<file path="src/rtl/ddrinit_pkg.sv">
package ddrinit_pkg;

  typedef enum logic [2:0] {
    CMD_SELF_REFRESH = 3'd0,
    CMD_NOP          = 3'd1,
    CMD_PRECHARGE    = 3'd2,
    CMD_MODE_SET     = 3'd3,
    CMD_EXT_MODE_SET = 3'd4,
    CMD_AUTO_REFRESH = 3'd6,
    CMD_NORMAL       = 3'd7
  } cmd_e;

  localparam int NUM_STEPS  = 15;
  localparam int STEP_W     = 4;
  localparam int UNITS_W    = 3;
  localparam int OFFSET_W   = 14;
  localparam logic [UNITS_W-1:0] LEAD_UNITS = 3'd2;
  localparam logic [UNITS_W-1:0] GAP_UNITS  = 3'd3;
  localparam logic [UNITS_W-1:0] TAIL_UNITS = 3'd5;

  // Mode word fields: burst length code, burst order, CAS latency, DLL reset
  localparam logic [11:0] MW_BURST4      = 12'h002;
  localparam logic [11:0] MW_INTERLEAVE  = 12'h008;
  localparam logic [11:0] MW_CAS_2P5     = 12'h060;
  localparam logic [11:0] MW_DLL_RESET   = 12'h100;
  localparam logic [11:0] MW_BASE        = MW_BURST4 | MW_INTERLEAVE | MW_CAS_2P5;
  localparam logic [11:0] EMW_DLL_ON     = 12'h000;

  // Step 0..14 -> command
  function automatic cmd_e step_code(input logic [STEP_W-1:0] s);
    cmd_e c;
    if (s >= 4'd5 && s <= 4'd12) c = CMD_AUTO_REFRESH;
    else begin
      case (s)
        4'd0:    c = CMD_NOP;
        4'd1:    c = CMD_PRECHARGE;
        4'd2:    c = CMD_EXT_MODE_SET;
        4'd3:    c = CMD_MODE_SET;
        4'd4:    c = CMD_PRECHARGE;
        4'd13:   c = CMD_MODE_SET;
        4'd14:   c = CMD_NORMAL;
        default: c = CMD_NOP;
      endcase
    end
    return c;
  endfunction

  // Units waited after each step
  function automatic logic [UNITS_W-1:0] step_post_units(input logic [STEP_W-1:0] s);
    return (s == 4'd3 || s == 4'd13) ? '0 : GAP_UNITS;
  endfunction

  function automatic logic [11:0] step_mode_word(input logic [STEP_W-1:0] s);
    logic [11:0] w;
    case (s)
      4'd2:    w = EMW_DLL_ON;
      4'd3:    w = MW_BASE | MW_DLL_RESET;
      4'd13:   w = MW_BASE;
      default: w = 12'h000;
    endcase
    return w;
  endfunction

  // Mode bit 11 -> address bit 13, mode bits 9:0 -> address bits 12:3
  function automatic logic [OFFSET_W-1:0] fold_mode(input logic [11:0] w);
    logic [OFFSET_W-1:0] wx;
    wx = {2'b00, w};
    return ((wx & 14'h0800) << 2) | ((wx & 14'h03FF) << 3);
  endfunction

endpackage

</file>
<file path="src/rtl/ddrinit_unit_timer.sv">
module ddrinit_unit_timer
  import ddrinit_pkg::*;
#(
  parameter int UNIT_CYCLES = 40000
) (
  input  logic               clk,
  input  logic               rst_n,
  input  logic               load_i,
  input  logic [UNITS_W-1:0] units_i,
  output logic               expire_o
);
  localparam int CYC_W = (UNIT_CYCLES > 1) ? $clog2(UNIT_CYCLES) : 1;
  localparam logic [CYC_W-1:0] CYC_LAST = CYC_W'(UNIT_CYCLES - 1);

  logic               active_q;
  logic [UNITS_W-1:0] rem_q;
  logic [CYC_W-1:0]   cyc_q;
  logic               unit_tick;

  assign unit_tick = active_q && (rem_q != '0) && (cyc_q == CYC_LAST);

  always_ff @(posedge clk or negedge rst_n) begin
    if (!rst_n) begin
      active_q <= 1'b0;
      rem_q    <= '0;
      cyc_q    <= '0;
      expire_o <= 1'b0;
    end else if (load_i) begin
      active_q <= 1'b1;
      rem_q    <= units_i;
      cyc_q    <= '0;
      expire_o <= 1'b0;
    end else if (active_q) begin
      if (rem_q == '0) begin
        active_q <= 1'b0;
        expire_o <= 1'b1;
      end else begin
        expire_o <= 1'b0;
        if (unit_tick) begin
          cyc_q <= '0;
          rem_q <= rem_q - 1'b1;
        end else begin
          cyc_q <= cyc_q + 1'b1;
        end
      end
    end else begin
      expire_o <= 1'b0;
    end
  end

  // An expiry only ends a wait that was running
  assert_expire_after_wait_R3: assert property (@(posedge clk) disable iff (!rst_n)
    expire_o |-> $past(active_q));

endmodule

</file>
<file path="src/rtl/ddrinit_rank_walk.sv">
module ddrinit_rank_walk
  import ddrinit_pkg::*;
#(
  parameter int NUM_RANKS  = 4,
  parameter int BOUND_W    = 8,
  parameter int UNIT_SHIFT = 25
) (
  input  logic                          clk,
  input  logic                          rst_n,
  input  logic                          go_i,
  input  logic [OFFSET_W-1:0]           offset_i,
  input  logic [NUM_RANKS*BOUND_W-1:0]  rank_end_i,
  output logic                          strobe_o,
  output logic [BOUND_W+UNIT_SHIFT-1:0] addr_o,
  output logic                          done_o
);
  localparam int ADDR_W = BOUND_W + UNIT_SHIFT;
  localparam int IDX_W  = (NUM_RANKS > 1) ? $clog2(NUM_RANKS) : 1;
  localparam logic [IDX_W-1:0] IDX_LAST = IDX_W'(NUM_RANKS - 1);

  function automatic logic rank_hit(input logic [BOUND_W-1:0] e, input logic [BOUND_W-1:0] s);
    return e > s;
  endfunction

  function automatic logic [ADDR_W-1:0] rank_addr(input logic [BOUND_W-1:0] s,
                                                  input logic [OFFSET_W-1:0] off);
    return ({s, {UNIT_SHIFT{1'b0}}}) + ADDR_W'(off);
  endfunction

  logic [BOUND_W-1:0] bound [NUM_RANKS];
  for (genvar g = 0; g < NUM_RANKS; g++) begin : g_unpack
    assign bound[g] = rank_end_i[g*BOUND_W +: BOUND_W];
  end

  logic                active_q;
  logic [IDX_W-1:0]    idx_q;
  logic [BOUND_W-1:0]  run_q;
  logic [OFFSET_W-1:0] off_q;
  logic [BOUND_W-1:0]  cur_end;
  logic                hit;

  assign cur_end = bound[idx_q];
  assign hit     = rank_hit(cur_end, run_q);

  always_ff @(posedge clk or negedge rst_n) begin
    if (!rst_n) begin
      active_q <= 1'b0;
      idx_q    <= '0;
      run_q    <= '0;
      off_q    <= '0;
      strobe_o <= 1'b0;
      addr_o   <= '0;
      done_o   <= 1'b0;
    end else if (go_i) begin
      active_q <= 1'b1;
      idx_q    <= '0;
      run_q    <= '0;
      off_q    <= offset_i;
      strobe_o <= 1'b0;
      done_o   <= 1'b0;
    end else if (active_q) begin
      strobe_o <= hit;
      if (hit) begin
        addr_o <= rank_addr(run_q, off_q);
        run_q  <= cur_end;
      end
      if (idx_q == IDX_LAST) begin
        active_q <= 1'b0;
        done_o   <= 1'b1;
      end else begin
        idx_q  <= idx_q + 1'b1;
        done_o <= 1'b0;
      end
    end else begin
      strobe_o <= 1'b0;
      done_o   <= 1'b0;
    end
  end

  // Strobes only come out of an active walk
  assert_strobe_in_walk_R5: assert property (@(posedge clk) disable iff (!rst_n)
    strobe_o |-> $past(active_q));

endmodule

</file>
<file path="src/rtl/ddr_init_sequencer.sv">
module ddr_init_sequencer
  import ddrinit_pkg::*;
#(
  parameter int UNIT_CYCLES = 40000,
  parameter int NUM_RANKS   = 4,
  parameter int BOUND_W     = 8,
  parameter int UNIT_SHIFT  = 25
) (
  input  logic                          clk,
  input  logic                          rst_n,
  input  logic                          start_i,
  input  logic [NUM_RANKS*BOUND_W-1:0]  rank_end_i,
  output logic [2:0]                    cmd_code_o,
  output logic [BOUND_W+UNIT_SHIFT-1:0] cmd_addr_o,
  output logic                          cmd_strobe_o,
  output logic                          init_done_o,
  output logic                          busy_o
);
  typedef enum logic [1:0] {S_IDLE, S_WAIT, S_ISSUE, S_TAIL} state_e;

  state_e              state_q;
  logic [STEP_W-1:0]   step_q;
  cmd_e                code_q;
  logic                done_q;
  logic                busy_q;

  // Internal events brought out for checking
  logic                tmr_load;
  logic [UNITS_W-1:0]  tmr_units;
  logic                tmr_expire;
  logic                walk_go;
  logic                walk_done;
  logic [OFFSET_W-1:0] walk_off;
  cmd_e                step_cmd;
  logic                all_steps_done;

  assign step_cmd       = step_code(step_q);
  assign all_steps_done = (step_q == STEP_W'(NUM_STEPS));
  assign walk_off       = fold_mode(step_mode_word(step_q));

  always_comb begin
    tmr_load  = 1'b0;
    tmr_units = '0;
    walk_go   = 1'b0;
    case (state_q)
      S_IDLE: if (start_i) begin
        tmr_load  = 1'b1;
        tmr_units = LEAD_UNITS;
      end
      S_WAIT: if (tmr_expire) begin
        if (all_steps_done) begin
          tmr_load  = 1'b1;
          tmr_units = TAIL_UNITS;
        end else if (step_cmd == CMD_NORMAL) begin
          tmr_load  = 1'b1;
          tmr_units = step_post_units(step_q);
        end else begin
          walk_go = 1'b1;
        end
      end
      S_ISSUE: if (walk_done) begin
        tmr_load  = 1'b1;
        tmr_units = step_post_units(step_q);
      end
      default: ;
    endcase
  end

  always_ff @(posedge clk or negedge rst_n) begin
    if (!rst_n) begin
      state_q <= S_IDLE;
      step_q  <= '0;
      code_q  <= CMD_NOP;
      done_q  <= 1'b0;
      busy_q  <= 1'b0;
    end else begin
      case (state_q)
        S_IDLE: if (start_i) begin
          state_q <= S_WAIT;
          step_q  <= '0;
          done_q  <= 1'b0;
          busy_q  <= 1'b1;
        end
        S_WAIT: if (tmr_expire) begin
          if (all_steps_done) begin
            done_q  <= 1'b1;
            state_q <= S_TAIL;
          end else begin
            code_q <= step_cmd;
            if (step_cmd == CMD_NORMAL) step_q <= step_q + 1'b1;
            else                        state_q <= S_ISSUE;
          end
        end
        S_ISSUE: if (walk_done) begin
          step_q  <= step_q + 1'b1;
          state_q <= S_WAIT;
        end
        S_TAIL: if (tmr_expire) begin
          busy_q  <= 1'b0;
          state_q <= S_IDLE;
        end
        default: state_q <= S_IDLE;
      endcase
    end
  end

  ddrinit_unit_timer #(.UNIT_CYCLES(UNIT_CYCLES)) u_timer (
    .clk      (clk),
    .rst_n    (rst_n),
    .load_i   (tmr_load),
    .units_i  (tmr_units),
    .expire_o (tmr_expire)
  );

  ddrinit_rank_walk #(
    .NUM_RANKS  (NUM_RANKS),
    .BOUND_W    (BOUND_W),
    .UNIT_SHIFT (UNIT_SHIFT)
  ) u_walk (
    .clk        (clk),
    .rst_n      (rst_n),
    .go_i       (walk_go),
    .offset_i   (walk_off),
    .rank_end_i (rank_end_i),
    .strobe_o   (cmd_strobe_o),
    .addr_o     (cmd_addr_o),
    .done_o     (walk_done)
  );

  assign cmd_code_o  = code_q;
  assign init_done_o = done_q;
  assign busy_o      = busy_q;

  assert_no_strobe_normal_R6: assert property (@(posedge clk) disable iff (!rst_n)
    cmd_strobe_o |-> (cmd_code_o != CMD_NORMAL));

  assert_code_stable_R1: assert property (@(posedge clk) disable iff (!rst_n)
    (cmd_strobe_o && $past(cmd_strobe_o)) |-> $stable(cmd_code_o));

  assert_done_under_normal_R7: assert property (@(posedge clk) disable iff (!rst_n)
    $rose(init_done_o) |-> (cmd_code_o == CMD_NORMAL));

  assert_idle_quiet_R8: assert property (@(posedge clk) disable iff (!rst_n)
    !busy_o |-> !cmd_strobe_o);

endmodule

</file>
<file path="config.mk">
export PLATFORM = sky130hd
export DESIGN_NAME = ddr_init_sequencer
export DESIGN_NICKNAME = d
export VERILOG_FILES = /design/src/rtl/ddrinit_pkg.sv /design/src/rtl/ddrinit_unit_timer.sv /design/src/rtl/ddrinit_rank_walk.sv /design/src/rtl/ddr_init_sequencer.sv
export SDC_FILE = /design/constraint.sdc
export NUM_CORES = 1
export LEC_CHECK = 0
export ABC_AREA = 1
export BUFFER_PORTS_ARGS = -buffer_cell sky130_fd_sc_hd__buf_2
export CAP_MARGIN = 20
export CORE_ASPECT_RATIO = 1.75
export CORE_UTILIZATION = 51
export CTS_CLUSTER_SIZE = 10
export DETAILED_ROUTE_END_ITERATION = 8
export GPL_ROUTABILITY_DRIVEN = 0
export PLACE_DENSITY = 0.73
export SYNTH_ARGS = -nofsm -noshare
export SYNTH_HDL_FRONTEND = slang
export SYNTH_HIERARCHICAL = 1
export SYNTH_SLANG_ARGS = --single-unit
</file>
<file path="constraint.sdc">
create_clock -name clk -period 3.55 [get_ports clk]
set_input_delay 0.355 -clock clk [delete_from_list [all_inputs] [get_ports clk]]
set_output_delay 0.355 -clock clk [all_outputs]
set_load 0.01 [all_outputs]
</file>
==> impl_metrics.py <==
metrics = {
    "clock_network": {
        "cts_tree": "done",
        "cts_sinks": 81,
        "clk_pin_slew_ns": 0.07,
        "insertion_delay_ns": 0.34,
        "cts_made_buffers": 9,
        "h-tree-depth": 3,
        "clk_path_buf_depth": 2,
        "root_buffer": "clkbuf_16",
        "post_cts_resized": 0,
    },
    "die": {
        "core_area_mm2": 0.00941,
        "row_count": 47,
        "die_h_um": 132,
        "start_util": 0.520,
        "pin_count": 74,
        "dieArea_mm2": 0.0100,
        "die_w_um": 76.0,
    },
    "outcome": {
        "status": "finished, final reports clean",
    },
    "setup_path": {
        "path_max_fanout": 32,
        "crit_start": "u_walk/idx_q[0]$_DFFE_PN0P_",
        "worstPathRequired_ns": 3.77,
        "start_kind": "flip-flop",
        "reg2regPathDepth": 11,
        "r2r_end": "u_walk/run_q[6]$_DFFE_PN0P_",
        "worstPathArrival_ns": 3.48,
        "r2r_setup_slack_ns": 0.29,
        "endpoint_kind": "flip-flop",
        "timing.critical_path.to": "u_walk/run_q[6]$_DFFE_PN0P_",
        "reg2reg_from": "u_walk/idx_q[0]$_DFFE_PN0P_",
        "crit_type": "reg2reg",
    },
    "routing": {
        "firstDrtPassIters": 5,
        "routed_wl_um": 11300,
        "drt_iter0_drc": 227,
        "drc": 0,
        "avgRoutedWirePerCell_um": 13.7,
        "drt-vias-per-instance": 5.21,
        "antenna_left": 0,
        "vias": 4317,
    },
    "timing": {
        "fin_crit_ns": 3.26,
        "holdWs_ns": 0.370,
        "fin_crit_sh": 0.917,
        "rsz0062_at_grt": "false",
        "worst_pin_slew_ns": 0.732,
        "finClkSkew_ns": 0.00687,
        "drv_slew": 0,
        "setup_viol": 0,
        "fmax_ghz": 0.307,
        "hold_viol": 0,
        "slew_headroom": 0.511,
        "finalSetupTns_ns": 0,
    },
    "global_route": {
        "grt_max_degree": 82,
        "grt_pass1_wl_um": 19200,
        "grt-ovfl-total": 0,
        "grt_pass1_vias": 4224,
        "grt_usage": 0.238,
        "antenna_found_initial": 0,
    },
    "placed_design": {
        "portBuffers": 62,
        "hpwl_um": 8220,
    },
    "power_and_ir_drop": {
        "clkPwrFrac": 0.528,
        "power.switching_mw": 0.466,
        "powerDensity_mw_per_mm2": 379,
        "vdd_ir_drop_max_v": 0.000263,
        "p_int_mw": 1.65,
        "combinationalPowerShare": 0.037,
        "swShare": 0.220,
        "leakage_nw": 2.95,
        "power_frac_seq": 0.435,
    },
    "yosys": {
        "yosys-top-cells-area": "dfrtp_1 (41%), nand2_1 (15%), ha_1 (5.4%)",
        "ys_warn_count": 6,
        "netlist.area_leader.share": 0.409,
        "synth_area_mm2": 0.00489,
        "syn_avg_cell_area_um2": 7.63,
        "ys.flop_type": "dfrtp_1",
        "ys_types": 34,
        "synth-edff-count": 0,
        "yosysMostFrequentCell": "nand2_1",
        "synth_common_cells": "nand2_1 (194), dfrtp_1 (80), nor2_1 (65)",
        "netlist_instances": 641,
        "ys_seq_area_frac": 0.414,
        "yosys.area.top_type": "dfrtp_1",
        "synthArstFlopShare": 1.00,
        "ys_seq_elements": 81,
    },
    "final_layout": {
        "nFillCells": 859,
        "antenna_cells": 0,
        "area_growth_syn_to_layout_pct": 14.2,
        "multi_input_area_mm2": 0.00244,
        "nets": 758,
        "drive_gt1_frac": 0.184,
        "ff_latch_area_mm2": 0.00203,
    },
    "hold_path": {
        "hp-class": "in2reg",
    },
    "run": {
        "maxCapViolCount": 0,
    },
}
timing repair:
item,CTS,global route
buffers inserted,0,0
endpoints found under the hold margin,0,6
hold buffers,0,1
kinds of logic (layout without fill, tap and decap cells):
group                    Yosys count  count (layout)  synth area share
XOR/XNOR                           5               5           0.00895
buffers and inverters             97             145             0.102
other                              2              20           0.00153
AO/OA/AOI/OAI                     64              64            0.0701
adder cells (fa/ha/maj)           21              21            0.0537
flip-flops                        81              81             0.414
AND/OR/NAND/NOR                  371             371             0.350
layer usage:
layer  track usage  part of all wire  vias to the layer above
met5             0                 0                        -
met4        0.0994             0.031                        0
met3        0.0361             0.036                       26
met2         0.456              0.56                      116
met1         0.252              0.38                     2025
li1              -                 -                     2150
cell type report:
cell class,instances,area share
inverters,62,0.0421
flip-flops and latches,81,0.363
well taps,122,0.0273
multi-input cells,481,0.436
clock buffers,9,0.0403
clock inverters,7,0.0237
repair buffers,67,0.0680
power by group through the flow:
| stage | registers [mW] | clock network [mW] | logic [mW] |
|---|---|---|---|
| 2_1_floorplan | 0.940 | 0 | 0.0430 |
| 3_3_place_gp | 0.940 | 0 | 0.0721 |
| 6_report | 0.923 | 1.12 | 0.0780 |
| 5_1_grt | 0.922 | 1.17 | 0.0893 |
| 4_1_cts | 0.922 | 1.14 | 0.0746 |
| 3_5_place_dp | 0.940 | 0 | 0.0741 |
through the flow:
step / area, um^2 / instances / power [mW] / util / setup WS [ns]
4_1_cts: 5540 / 826 / 2.13 / 0.589 / 0.394
3_3_place_gp: 5180 / 810 / 1.01 / 0.551 / 0.555
2_1_floorplan: 4960 / 659 / 0.983 / - / 1.43
5_1_grt: 5590 / 829 / 2.19 / 0.594 / 0.102
6_report: 5590 / 829 / 2.12 / 0.594 / 0.293
3_5_place_dp: 5180 / 810 / 1.01 / 0.551 / 0.427
cells in the final DEF (no fill, tap or decap):
master         netlist  layout
nand2_1            194     194
dfrtp_1             80      80
nor2_1              65      65
buf_2               11      61
inv_1               54      54
nand4_1             39      39
nand3_1             31      31
o21ai_0             31      31
ha_1                21      21
conb_1               2      20
o21ai_1             13      13
a21oi_1             12      12
nand2_2             11      11
nor2_2               9       9
clkbuf_16            0       9
inv_2                6       6
nand3_2              5       5
xor2_1               5       5
nor2_4               4       4
nor3_1               4       4
o21bai_1             4       4
or2_2                3       3
inv_8                0       3
bufinv_16            0       3
buf_4               15       3
nand3_4              2       2
clkinv_2             2       2
nand2_4              2       2
a21oi_2              1       1
nor3_4               1       1
nand3b_1             1       1
a21boi_1             1       1
inv_6                0       1
dfstp_2              1       1
dlygate4sd3_1        0       1
buf_16               0       1
o21ai_2              1       1
a21o_1               1       1
buf_8                0       1
worst max-delay path, stage by stage, from the launching register on:
cell and delay, ns:
dfrtp_1 0.69, inv_2 0.25, o21ai_0 0.32, o21ai_1 0.16
ha_1 0.34, nand2_1 0.09, nor2_2 0.16, nand2_1 0.08
nand2_2 0.43, nand2_1 0.36, nand3_1 0.16, nand2_1 0.08
worst min path at each step:
| stage | from | end | slack [ns] | cells after the start |
|---|---|---|---|---|
| 6_report | start_i | busy_o$_DFFE_PN0P_ | 0.37 | 3 |
| 5_1_grt | rst_n | u_walk/idx_q[1]$_DFFE_PN0P_ | 0.38 | 2 |
| 4_1_cts | rst_n | u_walk/idx_q[0]$_DFFE_PN0P_ | 0.23 | 1 |
| 3_5_place_dp | u_walk/addr_o[13]$_DFFE_PN0P_ | u_walk/addr_o[13]$_DFFE_PN0P_ | 0.45 | 2 |
| 3_3_place_gp | u_walk/addr_o[28]$_DFFE_PN0P_ | u_walk/addr_o[28]$_DFFE_PN0P_ | 0.45 | 2 |
| 2_1_floorplan | rst_n | busy_o$_DFFE_PN0P_ | 0.06 | 0 |
flip-flops by register name (all words and copies together), names as in the netlist:
signal and cells:
busy_o 1, cmd_code_o 3, init_done_o 1, state_q 2
step_q 4, u_timer/active_q 1, u_timer/cyc_q 16, u_timer/expire_o 1
u_timer/rem_q 3, u_walk/active_q 1, u_walk/addr_o 22, u_walk/done_o 1
u_walk/idx_q 2, u_walk/off_q 14, u_walk/run_q 8, u_walk/strobe_o 1
Note: power is estimated with default switching activity, not from simulation.
